**src/rtl/irq_egress_pkg.sv**
```systemverilog
package irq_egress_pkg;

   localparam int unsigned B_EN0   = 0;
   localparam int unsigned B_EN1   = 1;
   localparam int unsigned B_G0FIQ = 3;
   localparam int unsigned B_FBD0  = 5;
   localparam int unsigned B_IBD0  = 6;
   localparam int unsigned B_FBD1  = 7;
   localparam int unsigned B_IBD1  = 8;
   localparam int unsigned MIN_W   = 9;
   localparam logic [8:0]  KEEP_MASK = 9'h1EB;

   typedef struct packed {
      logic en0;
      logic en1;
      logic g0_to_fiq;
      logic fiq_bd0;
      logic irq_bd0;
      logic fiq_bd1;
      logic irq_bd1;
   } ctrl_t;

endpackage

```
**src/rtl/irq_egress_ctrl.sv**
```systemverilog
module irq_egress_ctrl
   import irq_egress_pkg::*;
#(
   parameter int unsigned CTRL_W = 16
) (
   input  logic              clk,
   input  logic              rst_n,
   input  logic              wr_en,
   input  logic [CTRL_W-1:0] wr_data,
   output logic [CTRL_W-1:0] rd_data,
   output ctrl_t             ctrl
);
   localparam logic [CTRL_W-1:0] MASK = CTRL_W'(KEEP_MASK);

   logic [CTRL_W-1:0] ctrl_q;

   always_ff @(posedge clk or negedge rst_n) begin
      if (!rst_n)
         ctrl_q <= '0;
      else if (wr_en)
         ctrl_q <= wr_data & MASK;
   end

   assign rd_data = ctrl_q;

   always_comb begin
      ctrl.en0       = ctrl_q[B_EN0];
      ctrl.en1       = ctrl_q[B_EN1];
      ctrl.g0_to_fiq = ctrl_q[B_G0FIQ];
      ctrl.fiq_bd0   = ctrl_q[B_FBD0];
      ctrl.irq_bd0   = ctrl_q[B_IBD0];
      ctrl.fiq_bd1   = ctrl_q[B_FBD1];
      ctrl.irq_bd1   = ctrl_q[B_IBD1];
   end

   // bits outside the kept set never hold a one
   p_spare_zero_r6: assert property (@(posedge clk) disable iff (!rst_n)
      (rd_data & ~MASK) == '0);

   // the register comes out of reset cleared
   p_reset_clear_r1: assert property (@(posedge clk)
      $rose(rst_n) |-> rd_data == '0);
endmodule

```
**src/rtl/irq_egress_line.sv**
```systemverilog
module irq_egress_line
   import irq_egress_pkg::*;
#(
   parameter bit IS_FIQ = 1'b0
) (
   input  ctrl_t ctrl,
   input  logic  req0,
   input  logic  req1,
   input  logic  legacy,
   output logic  line_nxt,
   output logic  wake_nxt
);
   logic route0, route1, bd0, bd1;
   logic driven, drv_val;

   generate
      if (IS_FIQ) begin : g_fiq
         assign route0 = ctrl.g0_to_fiq;
         assign route1 = 1'b0;
         assign bd0    = ctrl.fiq_bd0;
         assign bd1    = ctrl.fiq_bd1;
      end else begin : g_irq
         assign route0 = ~ctrl.g0_to_fiq;
         assign route1 = 1'b1;
         assign bd0    = ctrl.irq_bd0;
         assign bd1    = ctrl.irq_bd1;
      end
   endgenerate

   always_comb begin
      driven   = (ctrl.en0 & route0) | (ctrl.en1 & route1);
      drv_val  = (ctrl.en0 & route0 & req0) | (ctrl.en1 & route1 & req1);
      line_nxt = driven ? drv_val : (legacy & ~(bd0 | bd1));
      wake_nxt = (route0 & req0) | (route1 & req1);
   end
endmodule

```
**src/rtl/irq_egress.sv**
```systemverilog
module irq_egress
   import irq_egress_pkg::*;
#(
   parameter int unsigned CTRL_W = 16
) (
   input  logic              clk,
   input  logic              rst_n,
   input  logic              reg_wr_en,
   input  logic [CTRL_W-1:0] reg_wr_data,
   output logic [CTRL_W-1:0] reg_rd_data,
   input  logic              req_g0,
   input  logic              req_g1,
   input  logic              legacy_irq,
   input  logic              legacy_fiq,
   output logic              core_irq,
   output logic              core_fiq,
   output logic              wake_irq,
   output logic              wake_fiq
);
   localparam int unsigned NLINE = 2;

   generate
      if (CTRL_W < MIN_W) begin : g_bad_width
         $error("irq_egress: CTRL_W must be at least 9");
      end
   endgenerate

   ctrl_t            ctrl;
   logic [NLINE-1:0] legacy_v, line_nxt, wake_nxt;
   logic [NLINE-1:0] line_q, wake_q;

   irq_egress_ctrl #(.CTRL_W(CTRL_W)) u_ctrl (
      .clk     (clk),
      .rst_n   (rst_n),
      .wr_en   (reg_wr_en),
      .wr_data (reg_wr_data),
      .rd_data (reg_rd_data),
      .ctrl    (ctrl)
   );

   assign legacy_v = {legacy_fiq, legacy_irq};

   // index 0 is IRQ, index 1 is FIQ
   for (genvar i = 0; i < NLINE; i++) begin : g_line
      irq_egress_line #(.IS_FIQ(i == 1)) u_line (
         .ctrl     (ctrl),
         .req0     (req_g0),
         .req1     (req_g1),
         .legacy   (legacy_v[i]),
         .line_nxt (line_nxt[i]),
         .wake_nxt (wake_nxt[i])
      );
   end

   always_ff @(posedge clk or negedge rst_n) begin
      if (!rst_n) begin
         line_q <= '0;
         wake_q <= '0;
      end else begin
         line_q <= line_nxt;
         wake_q <= wake_nxt;
      end
   end

   assign core_irq = line_q[0];
   assign core_fiq = line_q[1];
   assign wake_irq = wake_q[0];
   assign wake_fiq = wake_q[1];

   // a group-1 request always shows on wake IRQ one cycle later
   p_wake_g1_r5: assert property (@(posedge clk) disable iff (!rst_n)
      req_g1 |=> wake_irq);

   // with no request pending, no wake output rises
   p_wake_quiet_r5: assert property (@(posedge clk) disable iff (!rst_n)
      (!req_g0 && !req_g1) |=> (!wake_irq && !wake_fiq));

   // a cleared register passes both legacy pins through
   p_bypass_r2: assert property (@(posedge clk) disable iff (!rst_n)
      (reg_rd_data == '0) |=> (core_irq == $past(legacy_irq) &&
                               core_fiq == $past(legacy_fiq)));

   // an undriven FIQ with a FIQ bypass-disable bit set stays low
   p_fiq_hold_r3: assert property (@(posedge clk) disable iff (!rst_n)
      (!(reg_rd_data[B_EN0] && reg_rd_data[B_G0FIQ]) &&
       (reg_rd_data[B_FBD0] || reg_rd_data[B_FBD1])) |=> !core_fiq);
endmodule

```
**config.mk**
```make
export PLATFORM = sky130hd
export DESIGN_NAME = irq_egress
export DESIGN_NICKNAME = d
export VERILOG_FILES = /design/src/rtl/irq_egress_pkg.sv /design/src/rtl/irq_egress_ctrl.sv /design/src/rtl/irq_egress_line.sv /design/src/rtl/irq_egress.sv
export SDC_FILE = /design/constraint.sdc
export NUM_CORES = 1
export LEC_CHECK = 0
export ABC_AREA = 1
export BUFFER_PORTS_ARGS = -buffer_cell sky130_fd_sc_hd__buf_2
export CAP_MARGIN = 0
export CORE_MARGIN = 2
export CORE_UTILIZATION = 33
export CTS_BUF_LIST = sky130_fd_sc_hd__clkbuf_4 sky130_fd_sc_hd__clkbuf_8 sky130_fd_sc_hd__clkbuf_16
export DETAILED_ROUTE_END_ITERATION = 12
export PLACE_DENSITY = 0.78
export SYNTH_ARGS = -nofsm -noshare
export SYNTH_HDL_FRONTEND = slang
export SYNTH_SLANG_ARGS = --single-unit
```
**constraint.sdc**
```tcl
create_clock -name clk -period 0.8 [get_ports clk]
set_input_delay 0.2 -clock clk [delete_from_list [all_inputs] [get_ports clk]]
set_output_delay 0.2 -clock clk [all_outputs]
set_load 0.01 [all_outputs]
```
# Yosys cells after proc, flatten, opt, wreduce, memory -nomap -nowiden
# Index checks and enable logic that the tools add are counted.
[word_totals] regBits=11 output_inout_bits=20 elab_cells=22
[classes] n_mux=2 n_bitwise=17
[ops] operator="$and 1x1->1" count=9
[ops] operator="$or 1x1->1" count=5
[ops] operator="$not 1->1" count=3
[ops] operator="$mux 1" count=2

# Logic depth before layout (Yosys ltp)
# Gate-level depths: netlist of the first run.
[depth] depth_word=5 mapped_depth=5

# By module
# Synthesis of the first run repeated with hierarchy kept, for this count alone.
[hier_totals] hier_cells=70 hier_area_um2=580.6
[modules_own_cells] mod="irq_egress_ctrl" n_inst=1 cells_per_inst=47 area_each_um2=392.9 seq_area_each_um2=175.2
[modules_own_cells] mod="irq_egress" n_inst=1 cells_per_inst=4 area_each_um2=100.1 seq_area_each_um2=100.1
[modules_own_cells] mod="irq_egress_line at g_line[0].u_line" n_inst=1 cells_per_inst=12 area_each_um2=58.8 seq_area_each_um2=0.0
[modules_own_cells] mod="irq_egress_line at g_line[1].u_line" n_inst=1 cells_per_inst=7 area_each_um2=28.8 seq_area_each_um2=0.0

# Worst setup path before layout of the first run
# Ideal clock, no wire load.
[synth_path] path_type="register to register" startpoint="reg u_ctrl.ctrl_q[3] (netlist: u_ctrl.rd_data[3])" endpoint="reg line_q[0]" setup_time_ps=116 t_arrival_ps=696 required_time_ps=684 path_slack_ps=-13 path_stages_with_launch=5 n_path_buf=0 cell_sequence="dfrtp_1 > inv_1 > nand2_1 > nand3_1 > nand2_1"
[synth_between] elab_chain_cells=5 word_cells_on_any_way=6 cone_classes="1 x mux; 5 x bitwise"
[synth_rtl] item="from (decl)" line="irq_egress_ctrl.sv:15" source="logic [CTRL_W-1:0] ctrl_q;"
[synth_rtl] item="from (signal assigned)" line="irq_egress_ctrl.sv:21" source="ctrl_q <= wr_data & MASK;"
[synth_rtl] item="$not 1->1 *" line="irq_egress_line.sv:23" source="assign route0 = ~ctrl.g0_to_fiq;"
[synth_rtl] item="$and 1x1->1 *" line="irq_egress_line.sv:31, irq_egress_line.sv:32"
[synth_rtl] item="$and 1x1->1" line="irq_egress_line.sv:32" source="drv_val = (ctrl.en0 & route0 & req0) | (ctrl.en1 & route1 & req1);"
[synth_rtl] item="$or 1x1->1" line="irq_egress_line.sv:32"
[synth_rtl] item="$mux 1 *" line="irq_egress_line.sv:33" source="line_nxt = driven ? drv_val : (legacy & ~(bd0 | bd1));"
[synth_rtl] item="named net g_line[0].u_line.line_nxt" line="irq_egress_line.sv:10" source="output logic line_nxt,"
[synth_rtl] item="to (signal assigned)" line="irq_egress.sv:60" source="line_q <= line_nxt;"
[synth_rtl] item="to (decl)" line="irq_egress.sv:30" source="logic [NLINE-1:0] line_q, wake_q;"
# Mark *: on every way through the listed nets, which the timed path passes. The rest lies on a longest branch.
# A chain may end at the register's enable or synchronous reset.

# Worst setup path in the final report of the first run
[layout_path] startpoint="reg u_ctrl.ctrl_q[3] (netlist: u_ctrl.rd_data[3])" endpoint="out reg_rd_data[3]"
[layout_rtl] item="to (decl)" line="irq_egress.sv:10" source="output logic [CTRL_W-1:0] reg_rd_data,"
# No word-level cell between the ends.

==> results of run 1 <==
[per-stage QoR]
step                      instance area (sq um)  hold slack (ns)  TNS, ns  util, %
after floorplan                             561          -0.0956        0        -
after detailed placement                    622           0.0761        0     41.3
after global routing                        706            0.134    -2.38     46.8
after CTS                                   698            0.137    -1.99     46.3
after global placement                      622           0.0746        0     41.3
final                                       706            0.140    -1.91     46.8
[routing by layer]
metal  up-vias  GRT usage [%]  routed length [um]
li1        231              -                   -
met1       192           10.7                 354
met2        18           18.8                 480
met3         0           3.27                  80
met4         0           5.45                   0
met5         -              0                   0
[state kept, by name, indices dropped and copies added, names as in the netlist]
register        cells
line_q              2
u_ctrl.rd_data      7
wake_q              2
[worst paths after layout]
check	to	slack, ns	cells after the start
max	reg_rd_data[3]	-0.19	1
min	u_ctrl.rd_data[5]	0.14	3
max reg2reg	line_q[0]	-0.05	5
min reg2reg	u_ctrl.rd_data[8]	0.55	2
max in group asynchronous	u_ctrl.rd_data[6]	0.27	2
min in group asynchronous	line_q[1]	0.33	2
[what timing repair did]
item,CTS,global route
endpoints found under the setup margin,12,15
resized for setup,2,1
pin swaps,0,0
hold buffers,1,0
buffers inserted,4,1
hold endpoints to repair,11,0
[cell families after synthesis]
| kind of cell | count (synthesis) | synth area share, % |
|---|---|---|
| AO/OA/AOI/OAI | 8 | 10.1 |
| buffers and inverters | 20 | 21.9 |
| flip-flops | 11 | 51.9 |
| other | 1 | 0.707 |
| AND/OR/NAND/NOR | 20 | 15.3 |
[cell usage in the layout (no fill, tap or decap)]
cell / netlist / final
nand2_1: 14 / 14
buf_6: 1 / 1
a21o_1: 1 / 1
inv_4: 0 / 1
dfrtp_1: 11 / 11
o21ai_2: 3 / 3
nand4_1: 1 / 1
dlygate4sd3_1: 0 / 1
buf_4: 9 / 4
nand3_1: 3 / 3
o21ai_1: 0 / 1
buf_2: 0 / 24
inv_1: 10 / 9
conb_1: 1 / 9
clkbuf_4: 0 / 4
nor2_1: 2 / 2
o21ai_0: 4 / 3
[layout make-up]
type | count | area (sq um) | area share [%]
flip-flops and latches | 11 | 275 | 39.0
repair buffers | 30 | 171 | 24.3
multi-input cells | 37 | 169 | 23.9
inverters | 10 | 40.0 | 5.67
clock buffers | 4 | 30.0 | 4.26
well taps | 16 | 20.0 | 2.84
[power groups by stage]
stage                     combinational, mW  sequential [mW]  clock [mW]
after floorplan                       0.130            0.674           0
after global placement                0.223            0.647           0
after detailed placement              0.226            0.649           0
after CTS                             0.276            0.628       0.405
after global routing                  0.318            0.632       0.437
final                                 0.280            0.627       0.402
==> out/qor.csv, run 1 <==
metric,value,unit
status,"finished, violations left",
violated checks,setup timing,
DRC viols,0,
total grt overflow,0,
Cells after Synth,60,
CTS H-tree depth,1,
"Clk Latency, worst-skew pair",0.26,ns
post-synthesis cell type count,12,
Combinational Power Share,21.4,%
PortBufs,24,
Int Power,0.958,mW
via count,441,
worst setup path startpoint,u_ctrl.rd_data[3],
DIE AREA,1940,sq um
mean post-synth cell area,8.84,sq um
Core Area,1510,sq um
RSZ-0062 raised after global routing,yes,
CP Class,flop to output pin,
io pins,43,
Routability Congestion,0.728,
post-route antenna net violation count,0,
crit end category,output pin,
switching share of total power,26.9,%
period utilisation layout,124,%
total chip power,1.31,mW
Hold Startpoint,reg_wr_data[5],
final hold violations,0,
Initial DRC Count,0,
Mapped Area,531,sq um
final cell count without fillers,108,
sequential power share,47.9,%
layout cells sized above 1,40.2,%
"count leader, synth",nand2_1,
CTS Buf Count,3,
largest net degree at the start of global routing,15,
CP max FO,2,
fin crit period,0.992,ns
Slew Limit Fails,0,
Clock power frac,30.7,%
GRT Overall Usage,10.4,%
most frequent cells after synthesis,"nand2_1, dfrtp_1, inv_1",
CTS tree,built,
Yosys reg bits,11,
Psw,0.352,mW
Power Density,1860,nW/um^2
clock sink count,11,
"delay-heaviest family, CP",flip-flops,
Place WS,0.0110,ns
Yosys top cell by area,dfrtp_1,
placed cells,98,
dpl hpwl,701,um
worst hold path class,input pin to flop,
WL/cell,8.47,um
vias in the first global route,401,
Arrival @ worst endpoint,0.79,ns
initial core utilization,35.2,%
Synth area leaders,"dfrtp_1, buf_4, nand2_1, inv_1, o21ai_2",
first-pass GRT wire length,1480,um
Synth warnings,0,
Max VDD drop,0.560,mV
RR Startpoint,u_ctrl.rd_data[3],
# rows,14,
Final Setup Violations,12,
number of synthesized flops with an enable pin,0,
P_leak,0.424,nW
final wirelength,915,um
Max Cap Viol,0,
clk buf depth,2,
FMAX,1010,MHz
Worst EP required,0.60,ns
"Slowest-stage cell, CP",dfrtp_1,
share of the synthesized area in the top cell type,51.9,%
Clock Pin Slew Worst Setup and Hold Paths,0.07,ns
die outline height,44.1,um
Startpoint Class,flop,
1st-pass router iterations,1,
nets@finish,116,
PnR worst setup slack,-0.192,ns
# fillers,145,
vias per cell,4.08,
initial antenna violation count,0,
Layout area overhead,33.0,%
CTS Root Cell,clkbuf_4,
Antenna Cells,0,
WP buf/inv,1,
worst-path cell chain,buf_2,
Async SR Flop Fraction,100,%
Die X,44.1,um
Final Skew,0.00732,ns
main flop type after synthesis,dfrtp_1,
Max stage delay on crit path,0.39,ns
register area share after synthesis,51.9,%
Note: power is estimated with default switching activity, not from simulation.
==> inputs of run 2 (changes only) <==
--- a/config.mk
+++ b/config.mk
@@ -6,12 +6,15 @@
 export NUM_CORES = 1
 export LEC_CHECK = 0
 export ABC_AREA = 1
+export ABC_CLOCK_PERIOD_IN_PS = 800
 export BUFFER_PORTS_ARGS = -buffer_cell sky130_fd_sc_hd__buf_2
 export CAP_MARGIN = 0
 export CORE_MARGIN = 2
 export CORE_UTILIZATION = 33
 export CTS_BUF_LIST = sky130_fd_sc_hd__clkbuf_4 sky130_fd_sc_hd__clkbuf_8 sky130_fd_sc_hd__clkbuf_16
 export DETAILED_ROUTE_END_ITERATION = 12
+export HOLD_SLACK_MARGIN = 0.15
+export MAX_ROUTING_LAYER = met4
 export PLACE_DENSITY = 0.78
 export SYNTH_ARGS = -nofsm -noshare
 export SYNTH_HDL_FRONTEND = slang
==> out/qor.csv, run 2 (synthesized netlist as in run 1, its figures left out) <==
metric,value,unit
GRT Overall Usage,10.8,%
FMAX,1010,MHz
Largest register FFs,7,
nets@finish,116,
# rows,14,
WL/cell,8.47,um
switching share of total power,26.9,%
worst hold slack,0.140,ns
Max VDD drop,0.560,mV
post-route antenna net violation count,0,
Final Setup Violations,12,
Die X,44.1,um
crit end category,output pin,
violated checks,setup timing,
final hold violations,0,
area taken by multi-input logic gates,169,sq um
largest net degree at the start of global routing,15,
most frequent cells in the layout,"buf_2, nand2_1, dfrtp_1",
io pins,43,
Power Density,1860,nW/um^2
DIE AREA,1940,sq um
Layout area overhead,33.0,%
layout cells sized above 1,40.2,%
Initial DRC Count,0,
"most common cell after layout, fill and taps aside",buf_2,
worst hold path class,input pin to flop,
1st-pass router iterations,1,
clock sink count,11,
CP Class,flop to output pin,
total grt overflow,0,
period utilisation layout,124,%
status,"finished, violations left",
"Slowest-stage cell, CP",dfrtp_1,
worst-path cell chain,buf_2,
fin crit period,0.992,ns
Max Cap Viol,0,
Final Skew,0.00732,ns
CTS Buf Count,3,
vias per cell,4.08,
dpl hpwl,701,um
Worst EP required,0.60,ns
Core Area,1510,sq um
sequential power share,47.9,%
register area,275,sq um
initial antenna violation count,0,
Startpoint Class,flop,
Slew Limit Fails,0,
Routability Congestion,0.736,
CP max FO,2,
first-pass GRT wire length,1480,um
RSZ-0062 raised after global routing,yes,
Clock Pin Slew Worst Setup and Hold Paths,0.07,ns
CTS Root Cell,clkbuf_4,
WP buf/inv,1,
Combinational Power Share,21.4,%
vias in the first global route,401,
initial core utilization,35.2,%
P_leak,0.424,nW
Arrival @ worst endpoint,0.79,ns
cts-stage hold buffer count,1,
Antenna Cells,0,
Clock power frac,30.7,%
DRC viols,0,
die outline height,44.1,um
via count,441,
PortBufs,24,
"delay-heaviest family, CP",flip-flops,
Max stage delay on crit path,0.39,ns
PnR worst setup slack,-0.192,ns
"Clk Latency, worst-skew pair",0.26,ns
Place WS,0.0110,ns
final cell count without fillers,108,
final wirelength,915,um
# fillers,145,
Int Power,0.958,mW
clk buf depth,2,
Psw,0.352,mW
placed cells,98,
CTS H-tree depth,1,
CTS tree,built,
-- run 2: cell counts in the layout (fill, tap and decap cells not counted) --
Identical to the previous run, type by type.
-- run 2: routing by layer --
layer | track usage [%] | part of all wire, %
met4 | 5.45 | 0
met2 | 18.8 | 52
met5 | - | 0
met3 | 2.45 | 7.2
met1 | 11.2 | 40
-- run 2: power groups by stage --
stage          Clock, mW  Sequential, mW  Combinational [mW]
6_report           0.402           0.627               0.280
5_1_grt            0.437           0.632               0.318
4_1_cts            0.405           0.628               0.276
3_5_place_dp           0           0.649               0.226
3_3_place_gp           0           0.647               0.223
2_1_floorplan          0           0.674               0.130
-- run 2: through the flow --
| step | area (sq um) | utilization (%) | TNS, ns | total power [mW] |
|---|---|---|---|---|
| 2_1_floorplan | 561 | - | 0 | 0.805 |
| 3_3_place_gp | 622 | 41.3 | 0 | 0.870 |
| 3_5_place_dp | 622 | 41.3 | 0 | 0.876 |
| 4_1_cts | 698 | 46.3 | -1.99 | 1.31 |
| 5_1_grt | 706 | 46.8 | -2.38 | 1.39 |
| 6_report | 706 | 46.8 | -1.91 | 1.31 |
-- run 2: worst paths after layout --
path,startpoint,end,slack [ns],cells after the start
worst max-delay path,u_ctrl.rd_data[3],reg_rd_data[3],-0.19,1
worst min-delay path,reg_wr_data[5],u_ctrl.rd_data[5],0.14,3
worst max register to register,u_ctrl.rd_data[3],line_q[0],-0.05,5
worst min register to register,u_ctrl.rd_data[8],u_ctrl.rd_data[8],0.55,2
max in group asynchronous,rst_n,u_ctrl.rd_data[6],0.27,2
min in group asynchronous,rst_n,line_q[1],0.33,2
-- run 2: final cells by class --
type | count | share of cell area (%)
clock buffers | 4 | 4.26
inverters | 10 | 5.67
multi-input cells | 37 | 23.9
flip-flops and latches | 11 | 39.0
well taps | 16 | 2.84
repair buffers | 30 | 24.3
-- run 2: repair_timing --
action,in CTS,in global routing
gates resized for setup,2,1
gates cloned,0,0
hold endpoints to repair,18,2
setup buffers,4,1
setup endpoints to repair,12,15
==> inputs of run 3 (changes only) <==
--- a/config.mk
+++ b/config.mk
@@ -15,7 +15,7 @@
 export DETAILED_ROUTE_END_ITERATION = 12
 export HOLD_SLACK_MARGIN = 0.15
 export MAX_ROUTING_LAYER = met4
-export PLACE_DENSITY = 0.78
+export PLACE_DENSITY = 0.73
 export SYNTH_ARGS = -nofsm -noshare
 export SYNTH_HDL_FRONTEND = slang
 export SYNTH_SLANG_ARGS = --single-unit
==> out/qor.csv, run 3 (synthesized netlist as in run 1, its figures left out) <==
metric,value,unit
status,"finished, violations left",
violated checks,setup timing,
PnR worst setup slack,-0.181,ns
final hold violations,0,
DIE AREA,1940,sq um
worst hold path class,input pin to flop,
first-pass GRT wire length,1400,um
worst-path cell chain,buf_2,
crit end category,output pin,
total chip power,1.30,mW
"delay-heaviest family, CP",flip-flops,
1st-pass router iterations,4,
Psw,0.345,mW
Post-Place Cell Area,622,sq um
"Slowest-stage cell, CP",dfrtp_1,
"Clk Latency, worst-skew pair",0.26,ns
Int Power,0.955,mW
Layout area overhead,32.3,%
Max VDD drop,0.528,mV
die outline height,44.1,um
Clock Pin Slew Worst Setup and Hold Paths,0.07,ns
GRT Overall Usage,10.4,%
"most common cell after layout, fill and taps aside",buf_2,
Max stage delay on crit path,0.38,ns
sequential power share,48.1,%
CTS tree,built,
layout cells sized above 1,40.2,%
initial antenna violation count,0,
clk buf depth,2,
Slew Limit Fails,0,
nets@finish,116,
Initial DRC Count,7,
Combinational Power Share,21.2,%
Startpoint Class,flop,
switching share of total power,26.6,%
Max Cap Viol,0,
final wirelength,882,um
period utilisation layout,123,%
# rows,14,
total grt overflow,0,
via count,443,
Clock power frac,30.6,%
Worst EP required,0.60,ns
vias per cell,4.10,
most frequent cells in the layout,"buf_2, nand2_1, dfrtp_1",
PortBufs,24,
cts-stage hold buffer count,1,
Routability Congestion,0.738,
Die X,44.1,um
largest net degree at the start of global routing,15,
CTS Buf Count,3,
clock sink count,11,
CP Class,flop to output pin,
io pins,43,
dpl hpwl,692,um
fin crit period,0.981,ns
Final Setup Violations,12,
CTS H-tree depth,1,
WP buf/inv,1,
Largest register FFs,7,
initial core utilization,35.2,%
Finished Cell Area,702,sq um
DRC viols,0,
RSZ-0062 raised after global routing,yes,
CTS Root Cell,clkbuf_4,
Antenna Cells,0,
vias in the first global route,364,
CP max FO,2,
Final Skew,0.00250,ns
post-route antenna net violation count,0,
Core Area,1510,sq um
WL/cell,8.17,um
Arrival @ worst endpoint,0.78,ns
Power Density,1850,nW/um^2
FMAX,1020,MHz
P_leak,0.423,nW
-- run 3: cell counts in the layout (fill, tap and decap cells not counted) --
Identical to the previous run, type by type.
-- run 3: power by group through the flow --
stage	combinational (mW)	clock, mW	sequential, mW
2_1_floorplan	0.130	0	0.674
3_3_place_gp	0.223	0	0.647
3_5_place_dp	0.226	0	0.650
4_1_cts	0.280	0.414	0.626
5_1_grt	0.312	0.438	0.631
6_report	0.276	0.398	0.626
-- run 3: metrics by stage --
step | utilization [%] | std cells | worst slack (ns) | hold WS [ns] | TNS [ns]
detailed placement | 41.3 | 98 | 0.00334 | 0.0747 | 0
CTS | 46.6 | 108 | -0.193 | 0.135 | -2.00
finish | 46.6 | 108 | -0.181 | 0.141 | -1.86
global route | 46.6 | 108 | -0.220 | 0.145 | -2.36
global placement | 41.3 | 98 | 0.0201 | 0.0759 | 0
floorplan | - | 68 | 0.00656 | -0.0956 | 0
-- run 3: area by class of cell --
class | instances | area [sq um]
fillers | 157 | 805
multi-input cells | 37 | 169
clock buffers | 4 | 30.0
inverters | 10 | 40.0
repair buffers | 30 | 168
well taps | 16 | 20.0
flip-flops and latches | 11 | 275
-- run 3: routing by layer --
| layer | vias to the layer above | GRT usage, % | routed length (um) |
|---|---|---|---|
| met2 | 18 | 17.6 | 447 |
| met1 | 196 | 11.2 | 358 |
| li1 | 229 | - | - |
| met4 | 0 | 5.45 | 0 |
| met3 | 0 | 2.45 | 76 |
| met5 | - | - | 0 |
-- run 3: what timing repair did --
item                       in CTS  in global routing
hold endpoints to repair       17                  3
gates resized for setup         1                  0
setup endpoints to repair      12                 16
buffers inserted                5                  0
-- run 3: final timing paths --
check	start	to	slack (ns)	cells past startpoint
setup / recovery	u_ctrl.rd_data[0]	reg_rd_data[0]	-0.18	1
hold / removal	reg_wr_data[7]	u_ctrl.rd_data[7]	0.14	3
setup reg to reg	u_ctrl.rd_data[3]	line_q[0]	-0.05	5
hold reg to reg	u_ctrl.rd_data[7]	u_ctrl.rd_data[7]	0.52	2
max in group asynchronous	rst_n	u_ctrl.rd_data[1]	0.27	2
min in group asynchronous	rst_n	line_q[1]	0.33	2
